<file path="src/rtl/sig_pkg.sv">
package sig_pkg;
  localparam int SIG_W    = 16;
  localparam int NIB_N    = SIG_W / 4;
  // feedback taps: bits 12, 9, 7, 0  (positions 4, 7, 9, 16)
  localparam logic [SIG_W-1:0] TAP_MASK = 16'h1281;
  localparam logic [SIG_W-1:0] PRBS_SEED = 16'h0001;

  function automatic logic [7:0] glyph(input logic [3:0] v);
    logic [7:0] g;
    case (v)
      4'd10:   g = 8'h41; // A
      4'd11:   g = 8'h43; // C
      4'd12:   g = 8'h46; // F
      4'd13:   g = 8'h48; // H
      4'd14:   g = 8'h50; // P
      4'd15:   g = 8'h55; // U
      default: g = 8'h30 + {4'd0, v};
    endcase
    return g;
  endfunction
endpackage

</file>
<file path="src/rtl/sig_lfsr.sv">
module sig_lfsr #(
  parameter int W = 16,
  parameter logic [W-1:0] TAPS = 16'h1281
) (
  input  logic         clk,
  input  logic         rst_n,
  input  logic         load,
  input  logic [W-1:0] load_val,
  input  logic         step,
  input  logic         din,
  output logic [W-1:0] state
);
  logic fb;

  always_comb fb = din ^ (^(state & TAPS));

  always_ff @(posedge clk or negedge rst_n) begin
    if (!rst_n)    state <= '0;
    else if (load) state <= load_val;
    else if (step) state <= {fb, state[W-1:1]};
  end
endmodule

</file>
<file path="src/rtl/sig_window.sv">
module sig_window #(
  parameter int LEN_W = 16,
  parameter int DEF_LEN = 16
) (
  input  logic             clk,
  input  logic             rst_n,
  input  logic             restart,
  input  logic [LEN_W-1:0] len_in,
  input  logic             step,
  output logic             done
);
  logic [LEN_W-1:0] len_q;
  logic [LEN_W-1:0] cnt_q;

  always_ff @(posedge clk or negedge rst_n) begin
    if (!rst_n) begin
      len_q <= LEN_W'(DEF_LEN);
      cnt_q <= '0;
    end else if (restart) begin
      len_q <= len_in;
      cnt_q <= '0;
    end else if (step) begin
      cnt_q <= cnt_q + 1'b1;
    end
  end

  always_comb done = (cnt_q == len_q);
endmodule

</file>
<file path="src/rtl/sig_display.sv">
module sig_display #(
  parameter int W = 16
) (
  input  logic [W-1:0]   value,
  output logic [2*W-1:0] chars
);
  localparam int N = W / 4;

  for (genvar i = 0; i < N; i++) begin : g_nib
    always_comb chars[8*i +: 8] = sig_pkg::glyph(value[4*i +: 4]);
  end
endmodule

</file>
<file path="src/rtl/sig_analyzer.sv">
module sig_analyzer #(
  parameter int LEN_W   = 16,
  parameter int DEF_LEN = 16
) (
  input  logic             clk,
  input  logic             rst_n,
  input  logic             restart,
  input  logic             prbs_mode,
  input  logic [LEN_W-1:0] win_len,
  input  logic             in_valid,
  output logic             in_ready,
  input  logic             in_bit,
  output logic             done,
  output logic [15:0]      signature,
  output logic [31:0]      disp_chars,
  output logic             prbs_bit
);
  import sig_pkg::*;

  logic prbs_q;
  logic step;
  logic din;

  always_ff @(posedge clk or negedge rst_n) begin
    if (!rst_n)       prbs_q <= 1'b0;
    else if (restart) prbs_q <= prbs_mode;
  end

  always_comb begin
    in_ready = ~done;
    step     = in_valid & in_ready & ~restart;
    din      = prbs_q ? 1'b0 : in_bit;
    prbs_bit = signature[0];
  end

  sig_window #(.LEN_W(LEN_W), .DEF_LEN(DEF_LEN)) i_window (
    .clk(clk), .rst_n(rst_n), .restart(restart),
    .len_in(win_len), .step(step), .done(done)
  );

  sig_lfsr #(.W(SIG_W), .TAPS(TAP_MASK)) i_lfsr (
    .clk(clk), .rst_n(rst_n), .load(restart),
    .load_val(prbs_mode ? PRBS_SEED : '0),
    .step(step), .din(din), .state(signature)
  );

  sig_display #(.W(SIG_W)) i_disp (
    .value(signature), .chars(disp_chars)
  );
endmodule

</file>
<file path="config.mk">
export PLATFORM = sky130hd
export DESIGN_NAME = sig_analyzer
export DESIGN_NICKNAME = d
export VERILOG_FILES = /design/src/rtl/sig_pkg.sv /design/src/rtl/sig_lfsr.sv /design/src/rtl/sig_window.sv /design/src/rtl/sig_display.sv /design/src/rtl/sig_analyzer.sv
export SDC_FILE = /design/constraint.sdc
export NUM_CORES = 1
export LEC_CHECK = 0
export BUFFER_PORTS_ARGS = -buffer_cell sky130_fd_sc_hd__buf_2
export CORE_MARGIN = 2
export CORE_UTILIZATION = 45
export CTS_CLUSTER_SIZE = 40
export DETAILED_ROUTE_END_ITERATION = 10
export HOLD_SLACK_MARGIN = 0.08
export PLACE_DENSITY = 0.71
export SYNTH_ARGS = -nofsm -noshare
export SYNTH_HDL_FRONTEND = slang
export SYNTH_SLANG_ARGS = --single-unit
</file>
<file path="constraint.sdc">
create_clock -name clk -period 4.29 [get_ports clk]
set_input_delay 0.429 -clock clk [delete_from_list [all_inputs] [get_ports clk]]
set_output_delay 0.429 -clock clk [all_outputs]
set_load 0.02 [all_outputs]
</file>
# Word level (Yosys, flattened, before mapping)
# Index checks and enable logic that the tools add are counted.
[op_classes]
add_sub_neg = 5
eq_ne = 25
n_mux = 10
bitwise_logic = 5
n_reduce_logical = 2
[op_table]
columns = ["cell", "count"]
rows = [
  ["8-bit one-hot mux with 6 select lines", 4],
  ["4-bit equality test (second input constant)", 24],
  ["16-bit 2-to-1 mux", 4],
  ["6-bit by 4-bit adder with 7-bit output (first input constant)", 4],
  ["16-bit by 1-bit adder with 16-bit output (second input constant)", 1],
  ["16-bit equality test", 1],
  ["16-bit XOR reduction", 1],
  ["1-bit bitwise AND", 2],
  ["1-bit 2-to-1 mux", 2],
  ["1-bit NOT", 2],
  ["2-bit nonzero test", 1],
  ["1-bit bitwise XOR", 1],
]
[totals]
ff_bits = 49
inputBits = 22
word_cells = 51

# Depth between registers and ports, before layout
# Gate-level depths: netlist (run 1).
[logic_depth]
ltp_word = 6
mapped_depth = 8
mapped_depth_nobuf = 5

# Cells and area by module
# From an unflattened synthesis (run 1), not the netlist that was laid out.
[unflattened]
cells_unflattened = 290
area_unflattened_um2 = 2827.7
[modules_own_cells]
columns = ["module", "instances", "cells_per_inst", "area_each_um2", "seq_area_each_um2"]
rows = [
  ["sig_window", 1, 131, 1539.0, 802.0],
  ["sig_lfsr", 1, 73, 778.2, 400.4],
  ["sig_display", 1, 79, 441.7, 0.0],
  ["sig_analyzer", 1, 7, 68.8, 25.0],
]

# Least setup slack after synthesis (run 1)
# No wires, ideal clock.
[synth_timing]
path_type = "register to register"
start = "register i_window.cnt_q[5]"
end = "register i_lfsr.state[0]"
setup_ps = 125
arrival_time_ps = 1845
required_time_ps = 4165
setup_slack_ps = 2320
path_stages_with_launch = 7
synth_period_minus_slack_ps = 1970
cell_sequence = "dfrtp_1 buf_6 xnor2_4 nand4_4 o41ai_4 mux2_2 mux2_2"
[synth_between]
elab_chain_len = 5
[synth_rtl]
columns = ["element", "line_no", "text"]
rows = [
  ["start: declaration", "sig_window.sv:13", "logic [LEN_W-1:0] cnt_q;"],
  ["start signal: assignment", "sig_window.sv:23", "cnt_q <= cnt_q + 1'b1;"],
  ["16-bit equality test", "sig_window.sv:27", "always_comb done = (cnt_q == len_q);"],
  ["1-bit NOT", "sig_analyzer.sv:30", "in_ready = ~done;"],
  ["1-bit bitwise AND (2 in a row)", "sig_analyzer.sv:31", "step = in_valid & in_ready & ~restart;"],
  ["2-bit nonzero test (no source line)", "--", ""],
  ["end signal: assignment", "sig_lfsr.sv:19", "else if (load) state <= load_val;"],
  ["end signal: assignment", "sig_lfsr.sv:20", "else if (step) state <= {fb, state[W-1:1]};"],
  ["end: declaration", "sig_lfsr.sv:11", "output logic [W-1:0] state"],
]
# Every way passes these cells.
# A chain may end at the register's enable or synchronous reset.

# Final worst setup path (run 1)
[layout_timing]
start = "register i_window.cnt_q[5]"
end = "output done"
[layout_between]
elab_chain_len = 1
[layout_rtl]
columns = ["element", "line_no", "text"]
rows = [
  ["16-bit equality test", "sig_window.sv:27", ""],
  ["end: declaration", "sig_analyzer.sv:13", "output logic done,"],
]
# Every way passes these cells.

==> flow_summary.toml, run 1 <==
[status]
status = "completed"

[cells_and_area]
antenna_cells = 0
layout_common_cells = "buf_2 (68), dfrtp_1 (48), a21oi_1 (25)"
final_nets = 365
syn_to_final_growth_pct = 12.93
layout_commonest_cell = "buf_2"
n_fill_cell = 578
drive_gt1_share_pct = 33.53
fin_cells = 420
final_area_sq_um = 3354

[floorplan]
die_h_um = 85.25
ioPinCount = 73
fp-row-count = 29
coreArea_sq_um = 6350
die-area_sq_um = 7267
die-width_um = 85.25
initial_core_util_pct = 46.78

[cts]
clk-insertion-delay-late_ps = 310
clk_pin_slew_worst_paths_ps = 100
clk_path_buf_depth = 2
cts-htree-levels = 2
holdBufCountCts = 0
post_cts_resized = 0
cts.sinks = 49
cts_made_buffers = 5
cts_setup_buffers = 0
cts_tree = "built"
clockRootBuffer = "clkbuf_8"

[logic_synthesis]
synth.avg_cell_area_sq_um = 10.21
yosys_warnings = 0
syn_area_sq_um = 2970
synth_cell_type_count = 46
synth_sequential_area_ratio_pct = 41.32
synth_cells = 291
synth-seq-cells = 49

[grt]
grt_pass1_vias = 2149
grt_usage_pct = 17.33
grt_pass1_wl_um = 10310
overflow = 0
antenna_found_initial = 0
grt_max_degree = 51

[sta]
worst_pin_slew_ps = 1070
slew_violations = 0
max_slew_margin_pct = 28.64
tns_ps = 0
setup_viol = 0
fin_crit_sh_pct = 66.76
fin_crit_ps = 2864
skew_ps = 8.840
hold_violations = 0
grt_setup_unrepaired = "false"
fmax_mhz = 349.2

[detailed_routing]
drtPass1Iterations = 4
vias = 2263
drc = 0
detail-route-antenna-nets = 0
drt_wl_total_um = 5922
drtIter0Drc = 208
viasPerCell = 5.388
wire_per_inst_um = 14.10

[place]
hpwl_um = 4105
dp.cells = 412
io_buffer_count = 68
place_area_sq_um = 3239
gp_congestion = 0.8418

[setup_path]
crit_arrival_ps = 2430
endpoint_kind = "primary output"
cp-start-kind = "flop"
required_ps = 3860
critPathKind = "flop to primary output"
crit_fanout = 13

[pwr]
powerDensity_nw_per_um2 = 285.8
p_leak_nw = 1.546
power_uw = 958.7
vdd_drop_max_v = 0.0002000

[flow_run]
drv_cap = 0

[min_path]
hold_path.class = "input pin to async pin"
## final cells by class
type	instances	area, sq um	share of cell area (%)
timing repair buffer	69	347.8	10.37
clock inverter	3	46.29	1.380
multi-input combinational	205	1523	45.39
tap	77	96.34	2.872
sequential	49	1227	36.59
inverter	12	45.04	1.343
clock buffer	5	68.82	2.051
## cells in the mapped netlist (all sizes together)
cell / number / area share (%)
dfrtp: 48 / 40
a21oi: 25 / 4.2
nor2: 23 / 2.9
buf: 22 / 5.5
mux2: 20 / 7.6
xnor2: 20 / 7.7
mux2i: 16 / 5.4
nand2: 15 / 1.9
inv: 12 / 1.5
o21ai: 9 / 1.5
xor2: 9 / 2.7
nand4: 8 / 2.7
or3: 7 / 1.7
clkbuf: 6 / 0.76
nand3: 6 / 1.0
nor2b: 6 / 1.3
o31ai: 6 / 1.5
or4: 6 / 1.5
o21a: 4 / 1.0
a31o: 3 / 0.88
a21boi: 2 / 0.51
and3: 2 / 0.42
and4: 2 / 0.63
nand2b: 2 / 0.42
nor3b: 2 / 0.51
nor4: 2 / 0.63
a22o: 1 / 0.29
and2: 1 / 0.21
conb: 1 / 0.13
dfstp: 1 / 0.88
ha: 1 / 0.42
nor3: 1 / 0.17
o41ai: 1 / 0.93
or2: 1 / 0.21
## path summary, 6_finish.rpt
check / from / endpoint / slack [ps] / cells past startpoint
worst max-delay path: i_window.cnt_q[5] / done / 1430 / 4
worst min-delay path: rst_n / i_window.len_q[9] / 320 / 1
worst max register to register: i_window.cnt_q[5] / i_lfsr.state[4] / 1760 / 6
worst min register to register: prbs_q / prbs_q / 530 / 1
max in group asynchronous: rst_n / i_window.cnt_q[7] / 3320 / 1
min in group clk: win_len[15] / i_window.len_q[15] / 350 / 2
## power breakdown
part	leakage, nW	switching [mW]	total [mW]	internal (mW)
combinational	0.851	0.0605	0.116	0.0559
clock	0.0543	0.161	0.335	0.175
sequential	0.641	0.0246	0.507	0.482
## cells by family after synthesis
family / after synthesis / synth area share [%]
xor gates and xnor gates: 29 / 10.32
adders and majority gates: 1 / 0.4212
other: 1 / 0.1262
muxes: 36 / 12.97
and+or+nand+nor: 84 / 16.18
buffers and inverters: 40 / 7.793
AOI/OAI and AO/OA: 51 / 10.87
DFF: 49 / 41.32
## flip-flops by register name, indices dropped and copies added, names as in the netlist
| signal | count |
|---|---|
| i_window.len_q | 16 |
| i_lfsr.state | 16 |
| prbs_q | 1 |
| i_window.cnt_q | 16 |
## critical path, cell delays in order, from the launching register on
cell and delay, ps:
dfrtp_1 570, xnor2_4 160, nand4_4 140, nor4_2 930, buf_2 310
## per-layer routing
metal,up-vias,track usage [%],part of all wire [%]
li1,1097,-,-
met3,8,2.335,4.0
met4,0,6.494,1.7
met5,-,0,0
met1,1102,24.46,46
met2,56,27.20,48
## stage by stage
stage	setup WS [ps]	hold WS (ps)	util, %
after floorplan	2320	133.4	-
after global placement	1831	514.5	51.01
after detailed placement	1761	523.7	51.01
after CTS	1437	342.9	52.83
after global routing	1248	347.4	52.83
final	1426	316.9	52.83
(Power assumes the default switching activity.)
==> run 2: changes to the inputs <==
--- a/config.mk
+++ b/config.mk
@@ -5,6 +5,7 @@
 export SDC_FILE = /design/constraint.sdc
 export NUM_CORES = 1
 export LEC_CHECK = 0
+export ABC_AREA = 1
 export BUFFER_PORTS_ARGS = -buffer_cell sky130_fd_sc_hd__buf_2
 export CORE_MARGIN = 2
 export CORE_UTILIZATION = 45
==> constraint.sdc (replaced) <==
create_clock -name clk -period 3 [get_ports clk]
set_input_delay 0.3 -clock clk [delete_from_list [all_inputs] [get_ports clk]]
set_output_delay 0.3 -clock clk [all_outputs]
set_load 0.02 [all_outputs]
==> run 2 against run 1 <==
Net effect: sequential share of layout area decreased by 2.5 points; synthesized cell count increased by 63%; area after synthesis increased by 5.4%; flip-flop and latch count unchanged; die area increased by 5.2%; clock-buffer cell count unchanged; critical path depth increased by 5; global-route usage increased by 2.5 points; design area increased by 7.3%; first-iteration DRC count decreased by 36%; worst setup slack got worse by 470 ps; critical endpoint unchanged.
==> flow_summary.toml, run 2 <==
[cts]
clk-insertion-delay-late_ps = 310
cts.sinks = 49
clk_pin_slew_worst_paths_ps = 90
clk_path_buf_depth = 2
cts_setup_buffers = 0
clockRootBuffer = "clkbuf_8"
holdBufCountCts = 0
cts_tree = "built"
post_cts_resized = 0
cts-htree-levels = 2
cts_made_buffers = 5

[cells_and_area]
drive_gt1_share_pct = 16.67
final_nets = 556
syn_to_final_growth_pct = 14.98
multi_input_area_sq_um = 1529
regArea_sq_um = 1227
reg_top3 = "i_lfsr.state (16), i_window.cnt_q (16), i_window.len_q (16)"
layout_common_cells = "nand2_1 (172), buf_2 (68), inv_1 (62)"
n_fill_cell = 689
layout_commonest_cell = "nand2_1"
antenna_cells = 0

[detailed_routing]
drtIter0Drc = 134
detail-route-antenna-nets = 0
wire_per_inst_um = 11.32
viasPerCell = 4.928
drt_wl_total_um = 6950
drc = 0
drtPass1Iterations = 4
vias = 3026

[pwr]
vdd_drop_max_v = 0.0001700
power_mw = 1.449
p_leak_nw = 2.048
powerDensity_nw_per_um2 = 402.3

[setup_path]
cp-start-kind = "flop"
endpoint_kind = "primary output"
crit_fanout = 19
crit_end = "done"
r2r_end = "i_lfsr.state[3]"
r2r_setup_slack_ps = 1150
required_ps = 2700
r2r-start = "i_window.len_q[4]"
reg2reg_depth = 11
crit_arrival_ps = 1740
critPathKind = "flop to primary output"
startpoint = "i_window.len_q[4]"

[logic_synthesis]
ys.flop_type = "dfrtp_1"
synth_area_leaders = "dfrtp_1 (38%), nand2_1 (21%), inv_1 (7.4%), nand3_1 (5.8%), nor2_1 (5.5%)"
synth.most_common_cell = "nand2_1"
synth.avg_cell_area_sq_um = 6.593
synth_cells = 475
syn_area_sq_um = 3132
yosys.area.top_type = "dfrtp_1"
synth_top_area_share_pct = 38.35
synth_cell_type_count = 27
ys_async_sr_fraction_pct = 100.0
synth_sequential_area_ratio_pct = 39.19
synthTopCellsByCount = "nand2_1 (172), inv_1 (62), dfrtp_1 (48)"
synth_edf_count = 0
synth-seq-cells = 49
yosys_warnings = 0

[sta]
fin_crit_sh_pct = 68.01
tns_ps = 0
slew_violations = 0
skew_ps = 8.807
worst_pin_slew_ps = 1083
setup_viol = 0
hold_violations = 0
max_slew_margin_pct = 27.80
grt_setup_unrepaired = "false"
fmax_mhz = 490.1
fin_crit_ps = 2040

[floorplan]
coreArea_sq_um = 6756
ioPinCount = 73
die_h_um = 87.43
initial_core_util_pct = 46.35
fp-row-count = 30
die-width_um = 87.43
die-area_sq_um = 7643

[place]
hpwl_um = 4931
io_buffer_count = 68
gp_congestion = 0.9226

[grt]
grt_usage_pct = 19.86
grt_max_degree = 51
grt_pass1_vias = 2762
grt_pass1_wl_um = 12330
overflow = 0
antenna_found_initial = 0

[status]
status = "completed"

[min_path]
hold_path.class = "input pin to async pin"

[flow_run]
drv_cap = 0
-- run 2: cell types whose count changed after synthesis, sizes merged, moves of 7 or more --
cell   delta
a21oi    -13
buf       -9
nor2     +25
mux2     -20
mux2i    -16
o21ai    +20
nand4    +10
nand2   +160
or3       -7
nand3    +30
xnor2    -20
inv      +55
-- run 2: how the worst min path moves through the flow --
| stage | start | slack, ps | endpoint | cells after the start |
|---|---|---|---|---|
| global placement | i_window.len_q[4] | 490 | i_window.len_q[4] | 2 |
| floorplan | rst_n | 4 | i_lfsr.state[0] | 0 |
| CTS | win_len[15] | 180 | i_window.len_q[15] | 3 |
| global route | win_len[15] | 190 | i_window.len_q[15] | 3 |
| detailed placement | i_window.len_q[4] | 490 | i_window.len_q[4] | 2 |
| finish | rst_n | 190 | i_lfsr.state[8] | 1 |
-- run 2: metal layers --
metal | part of all wire, % | global-route usage [%] | up-vias
met4 | 1.5 | 5.734 | 0
met5 | 0 | 0 | -
met2 | 47 | 33.88 | 66
met1 | 48 | 26.19 | 1365
li1 | - | - | 1586
met3 | 3.6 | 2.844 | 9
-- run 2: layout make-up --
| cell class | count | area share (%) |
|---|---|---|
| Inverter | 68 | 7.088 |
| Timing Repair Buffer | 70 | 9.868 |
| Clock buffer | 5 | 1.911 |
| Multi-Input combinational cell | 339 | 42.46 |
| Sequential cell | 49 | 34.09 |
| Tap cell | 80 | 2.780 |
| Clock inverter | 3 | 1.807 |
-- run 2: critical path: stages, from the launching register on --
cell and delay (ps):
dfstp_2 540, inv_1 50, nand2_1 50, nand2_1 50, nor2_1 80, nand2_1 100, nor2_2 140, nand2_4 180
inv_1 90, buf_2 160
-- run 2: logic make-up after synthesis --
group | count (synthesis) | synth area share (%)
AND/OR/NAND/NOR | 278 | 37.48
adder cells (fa/ha/maj) | 1 | 0.3995
AO/OA/AOI/OAI | 48 | 8.230
flip-flops | 49 | 39.19
other | 1 | 0.1197
XOR/XNOR | 8 | 2.237
buffers and inverters | 90 | 12.34
-- run 2: metrics by stage --
stage	worst slack, ps	instances	hold slack (ps)	instance area [sq um]	util [%]
2_1_floorplan	1210	478	4.409	3143	-
3_3_place_gp	1211	606	487.7	3467	51.31
3_5_place_dp	1166	606	490.9	3467	51.31
4_1_cts	924.4	614	180.1	3601	53.30
5_1_grt	812.6	614	194.7	3601	53.30
6_report	959.7	614	189.6	3601	53.30
-- run 2: where the power goes --
| part | switching (mW) | internal [mW] | total (mW) |
|---|---|---|---|
| logic | 0.128 | 0.0590 | 0.187 |
| clock network | 0.221 | 0.331 | 0.552 |
| registers | 0.0208 | 0.688 | 0.709 |
==> run 3: changes to the inputs <==
--- a/config.mk
+++ b/config.mk
@@ -12,7 +12,7 @@
 export CTS_CLUSTER_SIZE = 40
 export DETAILED_ROUTE_END_ITERATION = 10
 export HOLD_SLACK_MARGIN = 0.08
-export PLACE_DENSITY = 0.71
+export PLACE_DENSITY = 0.73
 export SYNTH_ARGS = -nofsm -noshare
 export SYNTH_HDL_FRONTEND = slang
 export SYNTH_SLANG_ARGS = --single-unit
==> constraint.sdc (replaced) <==
create_clock -name clk -period 1.85 [get_ports clk]
set_input_delay 0.185 -clock clk [delete_from_list [all_inputs] [get_ports clk]]
set_output_delay 0.185 -clock clk [all_outputs]
set_load 0.02 [all_outputs]
==> run 3 against run 2 <==
Net effect: total power rose by 44%; wire length increased by 1.5%; register-to-register slack lost 970 ps; largest cell class unchanged; largest power group unchanged; highest routed layer unchanged.
==> flow_summary.toml, run 3 (synthesis results as in run 2) <==
[detailed_routing]
drtPass1Iterations = 5
detail-route-antenna-nets = 0
viasPerCell = 4.997
highest_layer = "met4"
routedLengthMet1_um = 3335
drc = 0
wire_per_inst_um = 11.38
wl_met3_um = 392
wl_met2_um = 3219
drt_wl_total_um = 7054
drtIter0Drc = 157
vias = 3098

[pwr]
pwr-share-seq_pct = 55.1
powerDensity_nw_per_um2 = 575.0
p_sw_uw = 603.4
vdd_drop_max_v = 0.0004166
p_clk_share_pct = 29.6
p_leak_nw = 2.044
internal-power_mw = 1.485
combPwrFrac_pct = 15.3
p_sw_share_pct = 28.89

[sta]
grt_setup_unrepaired = "true"
max_slew_margin_pct = 62.48
fmax_mhz = 574.6
hold_violations = 0
fin_crit_ps = 1740
setup_viol = 0
slew_violations = 0
tns_ps = 0
skew_ps = 10.46
fin_crit_sh_pct = 94.07
worst_pin_slew_ps = 562.7

[place]
dp.cells = 610
hpwl_um = 5199
gp_congestion = 1.013
io_buffer_count = 68
place_area_sq_um = 3510

[grt]
antenna_found_initial = 0
overflow = 0
grt_usage_pct = 19.67
grt_pass1_vias = 2765
grt_max_degree = 35
grt_pass1_wl_um = 12190

[setup_path]
reg2reg_depth = 11
critPathKind = "flop to primary output"
cp-start-kind = "flop"
r2r_setup_slack_ps = 180
endpoint_kind = "primary output"
crit_arrival_ps = 1560
crit_fanout = 6
required_ps = 1660

[floorplan]
die_h_um = 87.43
ioPinCount = 73
fp-row-count = 30
die-width_um = 87.43
initial_core_util_pct = 46.35
die-area_sq_um = 7643
coreArea_sq_um = 6756

[cts]
clk_pin_slew_worst_paths_ps = 90
cts.sinks = 49
cts_tree = "built"
cts-htree-levels = 2
clockRootBuffer = "clkbuf_8"
clk_path_buf_depth = 2
cts_made_buffers = 5
clk-insertion-delay-late_ps = 300

[status]
status = "completed"

[cells_and_area]
final_area_sq_um = 3632
antenna_cells = 0
drive_gt1_share_pct = 18.52
fin_cells = 620
layout_common_cells = "nand2_1 (172), buf_2 (67), inv_1 (60)"
syn_to_final_growth_pct = 15.98
final_nets = 562
layout_commonest_cell = "nand2_1"
reg_top3 = "i_lfsr.state (16), i_window.cnt_q (16), i_window.len_q (16)"

[min_path]
whs_path_depth = 3
hold_path.class = "input pin to flop"

[flow_run]
drv_cap = 0
[run 3: worst paths after layout]
path | start | end
hold / removal | win_len[0] | i_window.len_q[0]
max in group asynchronous | rst_n | i_window.len_q[4]
setup reg to reg | i_window.cnt_q[8] | i_window.cnt_q[9]
hold reg to reg | i_window.len_q[4] | i_window.len_q[4]
min in group asynchronous | rst_n | i_lfsr.state[12]
setup / recovery | i_window.cnt_q[8] | done
[run 3: repair_timing]
| item | in CTS | in global routing |
|---|---|---|
| gates resized for setup | 1 | 9 |
| endpoints found under the setup margin | 1 | 21 |
| hold buffers | 1 | 0 |
| setup buffers | 1 | 0 |
| pin swaps | 2 | 3 |
| hold endpoints to repair | 22 | 0 |
[run 3: power groups by stage]
stage / Sequential [mW] / Combinational [mW] / Clock [mW]
after detailed placement: 1.17 / 0.317 / 0
after floorplan: 1.17 / 0.213 / 0
after global placement: 1.17 / 0.312 / 0
after CTS: 1.15 / 0.320 / 0.635
after global routing: 1.16 / 0.369 / 0.675
final: 1.15 / 0.320 / 0.619
[run 3: area by class of cell]
cell class                 count  area [sq um]
inverter                      68         255.2
multi-input combinational    339          1540
fill                         668          3124
clock inverter                 2         10.01
timing repair buffer          76         421.7
clock buffer                   6         72.57
sequential                    49          1232
tap                           80         100.1
[run 3: per-stage QoR]
| stage | util (%) | hold slack [ps] | setup slack (ps) | total power, mW |
|---|---|---|---|---|
| after global routing | 53.76 | 88.89 | -17.91 | 2.201 |
| after CTS | 53.46 | 81.65 | 6.490 | 2.104 |
| after global placement | 51.94 | 210.6 | 155.3 | 1.481 |
| after floorplan | - | -110.6 | 175.0 | 1.386 |
| after detailed placement | 51.94 | 213.3 | 111.9 | 1.487 |
| final | 53.76 | 82.43 | 109.7 | 2.088 |
[run 3: per-layer routing]
metal	up-vias	GRT usage, %
met3	15	3.412
met4	0	5.594
li1	1596	-
met2	83	32.09
met1	1404	26.90
met5	-	0
[run 3: critical path, cell delays in order (launching register included)]
cell	delay, ps
dfrtp_1	460
inv_1	60
nand2_1	60
nand2_1	50
nor2_1	120
nand2_1	90
nor2_2	150
nand2_4	100
inv_2	70
buf_6	110
